[src/rtl/lcdr_pkg.sv]
package lcdr_pkg;
  typedef enum logic [1:0] {F_IDLE, F_REQ, F_REL} fetch_st_t;
  typedef enum logic [2:0] {S_WAIT, S_SYNC, S_HI, S_HIG, S_LO, S_LOG} ser_st_t;
endpackage

[src/rtl/lcdr_regs.sv]
module lcdr_regs (
  input  logic       clk,
  input  logic       rst_n,
  input  logic       ctl_we,
  input  logic [7:0] ctl_wdata,
  input  logic       con_we,
  input  logic [4:0] con_wdata,
  output logic       disp_en,
  output logic [4:0] contrast
);
  logic       en_q, en_d;
  logic [4:0] con_q, con_d;
  logic       unused_ctl;

  assign unused_ctl = ^{ctl_wdata[7:4], ctl_wdata[2:0]};

  always_comb begin
    en_d  = ctl_we ? ctl_wdata[3] : en_q;
    con_d = con_we ? con_wdata : con_q;
  end

  always_ff @(posedge clk or negedge rst_n) begin
    if (!rst_n) begin
      en_q  <= 1'b0;
      con_q <= '0;
    end else begin
      en_q  <= en_d;
      con_q <= con_d;
    end
  end

  assign disp_en  = en_q;
  assign contrast = con_q;


  contrast_hold_chk: assert property (@(posedge clk) disable iff (!rst_n)
    !con_we |=> $stable(contrast));

  enable_load_chk: assert property (@(posedge clk) disable iff (!rst_n)
    ctl_we |=> (disp_en == $past(ctl_wdata[3])));
endmodule

[src/rtl/lcdr_fetch.sv]
module lcdr_fetch
  import lcdr_pkg::*;
#(
  parameter int AW          = 16,
  parameter int FRAME_BYTES = 1024
) (
  input  logic          clk,
  input  logic          rst_n,
  input  logic          en,
  input  logic [AW-1:0] base_addr,
  input  logic          take,
  input  logic          bus_ack,
  input  logic [7:0]    mem_rdata,
  output logic          bus_req,
  output logic [AW-1:0] mem_addr,
  output logic          pf_valid,
  output logic [7:0]    pf_data
);
  localparam int CW = $clog2(FRAME_BYTES);

  fetch_st_t     st_q, st_d;
  logic [CW-1:0] cnt_q, cnt_d;
  logic          pfv_q, pfv_d;
  logic [7:0]    pfd_q;
  logic          cap;

  always_comb begin
    st_d  = st_q;
    cnt_d = cnt_q;
    pfv_d = pfv_q;
    cap   = 1'b0;
    case (st_q)
      F_IDLE: if (en && !pfv_q) st_d = F_REQ;
      F_REQ: begin
        if (!en) begin
          st_d = F_REL;
        end else if (bus_ack) begin
          cap   = 1'b1;
          pfv_d = 1'b1;
          cnt_d = (cnt_q == CW'(FRAME_BYTES - 1)) ? '0 : cnt_q + 1'b1;
          st_d  = F_REL;
        end
      end
      F_REL: if (!bus_ack) st_d = F_IDLE;
      default: st_d = F_IDLE;
    endcase
    if (take) pfv_d = 1'b0;
    if (!en) begin
      cnt_d = '0;
      pfv_d = 1'b0;
    end
  end

  always_ff @(posedge clk or negedge rst_n) begin
    if (!rst_n) begin
      st_q  <= F_IDLE;
      cnt_q <= '0;
      pfv_q <= 1'b0;
    end else begin
      st_q  <= st_d;
      cnt_q <= cnt_d;
      pfv_q <= pfv_d;
    end
  end

  always_ff @(posedge clk or negedge rst_n) begin
    if (!rst_n) pfd_q <= '0;
    else if (cap) pfd_q <= mem_rdata;
  end

  assign bus_req  = (st_q == F_REQ);
  assign mem_addr = base_addr + AW'(cnt_q);
  assign pf_valid = pfv_q;
  assign pf_data  = pfd_q;


  one_byte_grant_chk: assert property (@(posedge clk) disable iff (!rst_n)
    (bus_req && bus_ack) |=> !bus_req);

  ack_low_first_chk: assert property (@(posedge clk) disable iff (!rst_n)
    (!bus_req && bus_ack) |=> !bus_req);

  display_off_chk: assert property (@(posedge clk) disable iff (!rst_n)
    !en |=> !bus_req);

  req_when_empty_chk: assert property (@(posedge clk) disable iff (!rst_n)
    $rose(bus_req) |-> !pf_valid);
endmodule

[src/rtl/lcdr_serial.sv]
module lcdr_serial
  import lcdr_pkg::*;
#(
  parameter int BPR  = 16,
  parameter int ROWS = 64
) (
  input  logic       clk,
  input  logic       rst_n,
  input  logic       en,
  input  logic       pf_valid,
  input  logic [7:0] pf_data,
  output logic       take,
  output logic [3:0] lcd_d,
  output logic       lcd_scp,
  output logic       lcd_lp,
  output logic       lcd_fp,
  output logic       lcd_fr
);
  localparam int COLW = $clog2(BPR);
  localparam int ROWW = $clog2(ROWS);

  ser_st_t         st_q, st_d;
  logic [COLW-1:0] col_q, col_d;
  logic [ROWW-1:0] row_q, row_d;
  logic [7:0]      sh_q, sh_d;
  logic            fr_q, fr_d;

  assign take = en && (st_q == S_WAIT) && pf_valid;

  always_comb begin
    st_d  = st_q;
    col_d = col_q;
    row_d = row_q;
    sh_d  = sh_q;
    fr_d  = fr_q;
    case (st_q)
      S_WAIT: if (pf_valid) begin
        sh_d = pf_data;
        if (col_q == '0) begin
          st_d = S_SYNC;
          if (row_q == '0) fr_d = ~fr_q;
        end else begin
          st_d = S_HI;
        end
      end
      S_SYNC: st_d = S_HI;
      S_HI:   st_d = S_HIG;
      S_HIG:  st_d = S_LO;
      S_LO:   st_d = S_LOG;
      S_LOG: begin
        st_d = S_WAIT;
        if (col_q == COLW'(BPR - 1)) begin
          col_d = '0;
          row_d = (row_q == ROWW'(ROWS - 1)) ? '0 : row_q + 1'b1;
        end else begin
          col_d = col_q + 1'b1;
        end
      end
      default: st_d = S_WAIT;
    endcase
    if (!en) begin
      st_d  = S_WAIT;
      col_d = '0;
      row_d = '0;
      sh_d  = sh_q;
      fr_d  = fr_q;
    end
  end

  always_ff @(posedge clk or negedge rst_n) begin
    if (!rst_n) begin
      st_q  <= S_WAIT;
      col_q <= '0;
      row_q <= '0;
      sh_q  <= '0;
      fr_q  <= 1'b0;
    end else begin
      st_q  <= st_d;
      col_q <= col_d;
      row_q <= row_d;
      sh_q  <= sh_d;
      fr_q  <= fr_d;
    end
  end

  always_comb begin
    case (st_q)
      S_HI, S_HIG: lcd_d = sh_q[7:4];
      S_LO, S_LOG: lcd_d = sh_q[3:0];
      default:     lcd_d = 4'h0;
    endcase
  end

  assign lcd_scp = (st_q == S_HI) || (st_q == S_LO);
  assign lcd_lp  = (st_q == S_SYNC);
  assign lcd_fp  = (st_q == S_SYNC) && (row_q == '0);
  assign lcd_fr  = fr_q;


  scp_single_chk: assert property (@(posedge clk) disable iff (!rst_n)
    lcd_scp |=> !lcd_scp);

  data_hold_chk: assert property (@(posedge clk) disable iff (!rst_n)
    (lcd_scp && en) |=> $stable(lcd_d));

  frame_with_line_chk: assert property (@(posedge clk) disable iff (!rst_n)
    lcd_fp |-> lcd_lp);

  polarity_flip_chk: assert property (@(posedge clk) disable iff (!rst_n)
    $rose(lcd_fp) |-> (lcd_fr != $past(lcd_fr)));

  blank_when_off_chk: assert property (@(posedge clk) disable iff (!rst_n)
    !en |=> (!lcd_scp && !lcd_lp && !lcd_fp && lcd_d == 4'h0));

  polarity_hold_chk: assert property (@(posedge clk) disable iff (!rst_n)
    !en |=> $stable(lcd_fr));
endmodule

[src/rtl/lcd_refresh_dma.sv]
module lcd_refresh_dma #(
  parameter int COLS = 128,
  parameter int ROWS = 64,
  parameter int AW   = 16
) (
  input  logic          clk,
  input  logic          rst_n,
  input  logic          ctl_we,
  input  logic [7:0]    ctl_wdata,
  input  logic          con_we,
  input  logic [4:0]    con_wdata,
  input  logic [AW-1:0] base_addr,
  output logic          bus_req,
  input  logic          bus_ack,
  output logic [AW-1:0] mem_addr,
  input  logic [7:0]    mem_rdata,
  output logic [3:0]    lcd_d,
  output logic          lcd_scp,
  output logic          lcd_lp,
  output logic          lcd_fp,
  output logic          lcd_fr,
  output logic [4:0]    contrast
);
  localparam int BPR         = COLS / 8;
  localparam int FRAME_BYTES = BPR * ROWS;

  logic [1:0] rsync_q;
  logic       rst_i_n;
  logic       disp_en, take, pf_valid;
  logic [7:0] pf_data;

  always_ff @(posedge clk or negedge rst_n) begin
    if (!rst_n) rsync_q <= 2'b00;
    else        rsync_q <= {rsync_q[0], 1'b1};
  end
  assign rst_i_n = rsync_q[1];

  lcdr_regs u_regs (
    .clk(clk), .rst_n(rst_i_n),
    .ctl_we(ctl_we), .ctl_wdata(ctl_wdata),
    .con_we(con_we), .con_wdata(con_wdata),
    .disp_en(disp_en), .contrast(contrast)
  );

  lcdr_fetch #(.AW(AW), .FRAME_BYTES(FRAME_BYTES)) u_fetch (
    .clk(clk), .rst_n(rst_i_n), .en(disp_en), .base_addr(base_addr),
    .take(take), .bus_ack(bus_ack), .mem_rdata(mem_rdata),
    .bus_req(bus_req), .mem_addr(mem_addr),
    .pf_valid(pf_valid), .pf_data(pf_data)
  );

  lcdr_serial #(.BPR(BPR), .ROWS(ROWS)) u_serial (
    .clk(clk), .rst_n(rst_i_n), .en(disp_en),
    .pf_valid(pf_valid), .pf_data(pf_data), .take(take),
    .lcd_d(lcd_d), .lcd_scp(lcd_scp), .lcd_lp(lcd_lp),
    .lcd_fp(lcd_fp), .lcd_fr(lcd_fr)
  );
endmodule

[config.mk]
export PLATFORM = sky130hd
export DESIGN_NAME = lcd_refresh_dma
export DESIGN_NICKNAME = d
export VERILOG_FILES = /design/src/rtl/lcdr_pkg.sv /design/src/rtl/lcdr_regs.sv /design/src/rtl/lcdr_fetch.sv /design/src/rtl/lcdr_serial.sv /design/src/rtl/lcd_refresh_dma.sv
export SDC_FILE = /design/constraint.sdc
export NUM_CORES = 1
export LEC_CHECK = 0
export ABC_AREA = 1
export BUFFER_PORTS_ARGS = -buffer_cell sky130_fd_sc_hd__buf_2
export CORE_MARGIN = 4
export CORE_UTILIZATION = 36
export DETAILED_ROUTE_END_ITERATION = 16
export SETUP_SLACK_MARGIN = 0.05
export SLEW_MARGIN = 40
export SYNTH_ARGS = -nofsm -noshare
export SYNTH_HDL_FRONTEND = slang
export SYNTH_SLANG_ARGS = --single-unit
[constraint.sdc]
create_clock -name clk -period 3.7 [get_ports clk]
set_input_delay 0.37 -clock clk [delete_from_list [all_inputs] [get_ports clk]]
set_output_delay 0.37 -clock clk [all_outputs]
set_load 0.1 [all_outputs]
**Yosys cells after proc, flatten, opt, wreduce, memory -nomap -nowiden**

Index checks and enable logic that the tools add are counted.

- Flip-flop bits (word level): 51
- Latch bits: 0
- Bits in writable memories: 0
- Bits in read-only memories: 0
- Input bits: 42
- Output and inout bits: 30
- Memories kept: 0

- Add/sub/neg operators: 4
- $mul: 0
- Div/mod/pow operators: 0
- $lt $le $gt $ge: 0
- Equal/unequal tests: 20
- Shift operators: 0
- Mux-type cells: 28
- Bitwise operators: 1
- Reductions and logical operators: 18

Operators with widths:

| operator | number |
|---|---|
| $mux 10 | 4 |
| $mux 6 | 4 |
| $add 16x10->16 | 1 |
| $pmux 3 s5 | 1 |
| $mux 4 | 3 |
| $add 10x1->10 const B | 1 |
| $eq 10x10->1 const B | 1 |
| $mux 2 | 5 |
| $ne 2x2->1 const B | 5 |
| $ne 3x3->1 const B | 3 |
| $pmux 4 s2 | 1 |
| $mux 1 | 7 |
| $add 6x1->6 const B | 1 |
| $eq 3x2->1 const B | 2 |
| $eq 3x3->1 const B | 2 |
| $eq 6x6->1 const B | 1 |
| $logic_not 6->1 | 1 |
| $mux 3 | 2 |
| $pmux 2 s3 | 1 |
| $reduce_and 2->1 | 3 |
| $reduce_and 3->1 | 2 |
| $reduce_and 5->1 | 1 |
| $add 4x1->4 const B | 1 |
| $eq 4x4->1 const B | 1 |
| other kinds (13) | 17 |

**Depth between registers and ports, before layout**

- Depth in word-level cells: 5
- Mapped depth: 10
- Depth with buffers taken out: 10

**Cells and area by module**

From an unflattened synthesis, not the netlist that was laid out.

- Cells, all modules: 449
- Area total of the unflattened synthesis: 3304.4 µm²

By module, submodules not included:

| module | times used | cells each | area an instance (µm²) |
|---|---|---|---|
| lcdr_fetch | 1 | 263 | 1774.2 |
| lcdr_serial | 1 | 157 | 1251.2 |
| lcdr_regs | 1 | 26 | 225.2 |
| lcd_refresh_dma | 1 | 3 | 53.8 |

**Least setup slack after synthesis**

No wires, ideal clock.

- Path type: reg-to-output
- Start: reg u_serial.row_q[0]
- End: out lcd_fp
- Data arrival time: 3.510 ns
- Path slack: -0.180 ns
- Cell stages (with the launch flop): 5
- Buffers on the path: 0
- Cells stage by stage: dfrtp_1 inv_1 ha_1 nand3_1 nor4_1

- Word-level cells in the longest chain between the ends: 2

Ends and longest elaborated chain:

| element | line | RTL |
|---|---|---|
| start: declaration | lcdr_serial.sv:24 | `logic [ROWW-1:0] row_q, row_d;` |
| start signal: assignment | lcdr_serial.sv:80 | `row_q <= row_d;` |
| $logic_not 6->1 | lcdr_serial.sv:96 | `assign lcd_fp = (st_q == S_SYNC) && (row_q == '0);` |
| $logic_and 1x1->1 | lcdr_serial.sv:96 |  |
| end: declaration | lcd_refresh_dma.sv:20 | `output logic lcd_fp,` |

Every way passes these cells.

**Worst setup path after layout**

- Start: reg u_fetch.cnt_q[0]
- End: out mem_addr[10]

- Word-level cells in the longest chain between the ends: 1

Ends and longest elaborated chain:

| element | line | RTL |
|---|---|---|
| start: declaration | lcdr_fetch.sv:22 | `logic [CW-1:0] cnt_q, cnt_d;` |
| start signal: assignment | lcdr_fetch.sv:61 | `cnt_q <= cnt_d;` |
| $add 16x10->16 | lcdr_fetch.sv:72 | `assign mem_addr = base_addr + AW'(cnt_q);` |
| end: declaration | lcd_refresh_dma.sv:15 | `output logic [AW-1:0] mem_addr,` |

Every way passes these cells.

==> metrics <==
number of detailed-route iterations in the first pass=4; number of buffers inserted during clock tree synthesis=5; clock sink count=51; top area cells in the synthesized netlist=sky130_fd_sc_hd__dfrtp_1 (39%), sky130_fd_sc_hd__nand2_1 (15%), sky130_fd_sc_hd__inv_1 (6.0%), sky130_fd_sc_hd__ha_1 (5.7%), sky130_fd_sc_hd__nand3_1 (4.4%); core area=just under 9000 um^2; vias in the first global route=between 2000 and 3000; most common library cells after synthesis=sky130_fd_sc_hd__nand2_1 (130), sky130_fd_sc_hd__inv_1 (53), sky130_fd_sc_hd__dfrtp_1 (51); portion of the post-synthesis area used by sequential elements=between 30 and 40%; multiplexer area fraction after synthesis=1.705%; count of flip-flops with a built-in enable after synthesis=0; most common cell in the synthesized netlist=sky130_fd_sc_hd__nand2_1; outcome=completed; first-pass GRT wire length=11340 um; Post-Synth Simple-Gate Area=29.92%; xor/xnor share of the synthesized area=3.712%; pin slew with the least headroom to its limit=636.2 ps; Cell Pwr Density=522.7 nW/um^2; Std-Cell Rows=34; leakage power=between 2 and 2.5 nW; CP Max Fanout=5; Netlist cell types=40; startpoint of the worst setup timing path=u_fetch.cnt_q[0]; Wirelength per Cell=~11 um; Die X-Extent=just over 100 um; final critical-path share of the clock period=74.97%; DRC violation total after the first TritonRoute iteration=105; DRC viols=0; compound-cell area share of the yosys netlist=a little over a tenth; skew final=7.202 ps; fraction of the mapped netlist area in adder cells=6.288%; post-layout net count=551; maximum number of pins on one net before global-route repair=50; effective utilization at floorplan=37.51%; Async SR Flop Fraction=between 90% and 100%; layout cells sized above 1=23.89%; launch instance of the worst register-to-register path=u_regs.disp_en; count of endpoints failing hold in the final timing report=0; die outline height=103.8 um; library cell with the largest summed area after synthesis=sky130_fd_sc_hd__dfrtp_1; synthesized area per cell=7.754 um^2; max-slew violation total from the final report=0; total congestion overflow after global routing=0; area of the die=about 11000 um^2; TritonCTS clock tree=built; summed negative setup slack over all endpoints=0 ps; antenna violations before repair=0; final setup violating endpoints=0; largest family of logic cells by synthesized area=simple AND/OR/NAND/NOR gates; peak ir drop on the vdd network=291.5 uV; endpoint arrival time on the critical path=2400 ps; number of H-tree levels=2; Detail Placement HPWL=5280 um; area of the mapped netlist=approximately 3300 um^2; number of instances resized during post-cts repair=0; smallest setup slack after layout=926.3 ps; worst hold margin=267.6 ps; filler cell count in the final layout=~900; Relative slew margins=57.59%; R2R setup slack=2040 ps; root buffer cell=sky130_fd_sc_hd__clkbuf_8; layout-stage area growth over the synthesis result=15.98%; clock tree buffer depth=2; Post-CTS Setup Repair Bufs=0; Final Critical Period=2774 ps; total of hold buffers inserted after clock tree synthesis=1; capture point of the critical path=mem_addr[10]; RSZ-0062 raised after global routing=false; IO buf count=64; flip-flop and latch count after synthesis=51; type of destination of the critical path=output port; worst slack after detailed placement=between 1000 and 1500 ps; portion of synthesized cell area occupied by the leading cell type=38.64%; num ports=just over 70; insertion delay of the later-clocked pin in the worst-skew pair=300 ps; sort of element at the start of the critical path=register; antenna diode count=0; Cells after Synth=426; reg2reg end=u_fetch.cnt_q[8]; total routing usage reported by global routing=12.30%; GPL Wtd Cong=0.8286; Post-Synthesis Net Count=484; vias per cell=about 4.7; total via count in the routed design=2820; final instance area=3831 um^2; number of nets still failing antenna checks after routing=0; ys flop type=sky130_fd_sc_hd__dfrtp_1; R2R depth=4; Detailed Route WL=6731 um; timing-limited maximum frequency=around 360 MHz; area after detailed placement=3711 um^2; share of the core filled with cells=43.51%; count of yosys warnings during synthesis=0; worst hold path class=in2reg; max-cap violations=0; critical setup path kind=reg2out; data required time of the critical path=approximately 3300 ps; clock transition time at the flip-flop clock pins of the worst setup and hold paths=90 ps
## area by class of cell
| type | count | area [um^2] | area share [%] |
|---|---|---|---|
| clock buffers | 6 | 72.57 | 1.894 |
| clock inverters | 2 | 37.54 | 0.9798 |
| inverters | 62 | 240.2 | 6.270 |
| multi-input cells | 308 | 1735 | 45.30 |
| flip-flops and latches | 51 | 1280 | 33.41 |
| well taps | 108 | 135.1 | 3.527 |
| repair buffers | 65 | 330.3 | 8.622 |
## worst max-delay path: stages (launching register included)
cell	delay (ps)
sky130_fd_sc_hd__dfrtp_1	430
sky130_fd_sc_hd__ha_1	240
sky130_fd_sc_hd__fa_1	410
sky130_fd_sc_hd__nand2_1	90
sky130_fd_sc_hd__nand2_1	60
sky130_fd_sc_hd__nand3b_1	90
sky130_fd_sc_hd__nand2_1	110
sky130_fd_sc_hd__nand2_1	100
sky130_fd_sc_hd__nand3_1	70
sky130_fd_sc_hd__nand2_1	70
sky130_fd_sc_hd__buf_2	420
## layout by cell type (no fill, tap or decap), types with 2 or more instances in the layout
| master | count |
|---|---|
| sky130_fd_sc_hd__a21o_1 | 2 |
| sky130_fd_sc_hd__a21oi_1 | 8 |
| sky130_fd_sc_hd__a21oi_2 | 2 |
| sky130_fd_sc_hd__a32o_1 | 4 |
| sky130_fd_sc_hd__and2_1 | 2 |
| sky130_fd_sc_hd__buf_2 | 64 |
| sky130_fd_sc_hd__clkbuf_8 | 5 |
| sky130_fd_sc_hd__dfrtp_1 | 50 |
| sky130_fd_sc_hd__ha_1 | 15 |
| sky130_fd_sc_hd__inv_1 | 53 |
| sky130_fd_sc_hd__inv_2 | 7 |
| sky130_fd_sc_hd__mux2_2 | 5 |
| sky130_fd_sc_hd__nand2_1 | 130 |
| sky130_fd_sc_hd__nand2_2 | 6 |
| sky130_fd_sc_hd__nand2_4 | 3 |
| sky130_fd_sc_hd__nand3_1 | 29 |
| sky130_fd_sc_hd__nand3_2 | 2 |
| sky130_fd_sc_hd__nand3b_1 | 2 |
| sky130_fd_sc_hd__nand4_1 | 3 |
| sky130_fd_sc_hd__nor2_1 | 28 |
| sky130_fd_sc_hd__nor2_4 | 3 |
| sky130_fd_sc_hd__nor3_1 | 6 |
| sky130_fd_sc_hd__o21ai_0 | 14 |
| sky130_fd_sc_hd__o21ai_1 | 7 |
| sky130_fd_sc_hd__o21ai_2 | 9 |
| sky130_fd_sc_hd__o31ai_1 | 2 |
| sky130_fd_sc_hd__or2_2 | 3 |
| sky130_fd_sc_hd__xor2_1 | 14 |
## metal layers
metal | track usage [%] | vias up | wire length (um)
met3 | 2.363 | 6 | 292
met4 | 2.849 | 0 | 61
met5 | 0 | - | 0
met1 | 16.30 | 1273 | 3154
met2 | 20.84 | 51 | 3221
li1 | - | 1490 | -
## sequential cells by signal, summed over array words and instances, names as in the netlist
signal / flops
u_serial.sh_q: 8
u_serial.st_q: 3
rsync_q: 2
u_serial.lcd_fr: 1
u_regs.contrast: 5
u_fetch.pf_valid: 1
u_fetch.st_q: 2
u_fetch.pf_data: 8
u_serial.row_q: 6
u_fetch.cnt_q: 10
u_regs.disp_en: 1
u_serial.col_q: 4
## worst min path at each step
stage	start	to	slack (ps)	cells past startpoint
after floorplan	rst_n	rsync_q[0]	70	0
after global placement	rst_n	rsync_q[0]	160	1
after detailed placement	rst_n	rsync_q[0]	160	1
after CTS	mem_rdata[7]	u_fetch.pf_data[7]	260	3
after global routing	mem_rdata[0]	u_fetch.pf_data[0]	270	3
final	mem_rdata[1]	u_fetch.pf_data[1]	270	3
## logic make-up (layout without fill, tap and decap cells)
| logic type | Yosys count | in the layout |
|---|---|---|
| AO/OA/AOI/OAI | 52 | 52 |
| XOR/XNOR | 14 | 14 |
| adder cells (fa/ha/maj) | 16 | 16 |
| other | 1 | 1 |
| buffers and inverters | 67 | 135 |
| multiplexers | 5 | 5 |
| flip-flops | 51 | 51 |
| AND/OR/NAND/NOR | 220 | 220 |
## where the power goes
part	internal [mW]	total, mW	switching (mW)
combinational	0.195	0.840	0.646
clock	0.202	0.383	0.181
sequential	0.686	0.779	0.0932
total	1.08	2.00	0.920
## stage by stage
stage / total power, mW / instances
floorplan: 1.505 / 426
CTS: 2.034 / 602
finish: 2.002 / 602
global route: 2.134 / 602
detailed placement: 1.641 / 593
global placement: 1.622 / 593
No activity file was read; power rests on OpenSTA's default activity.
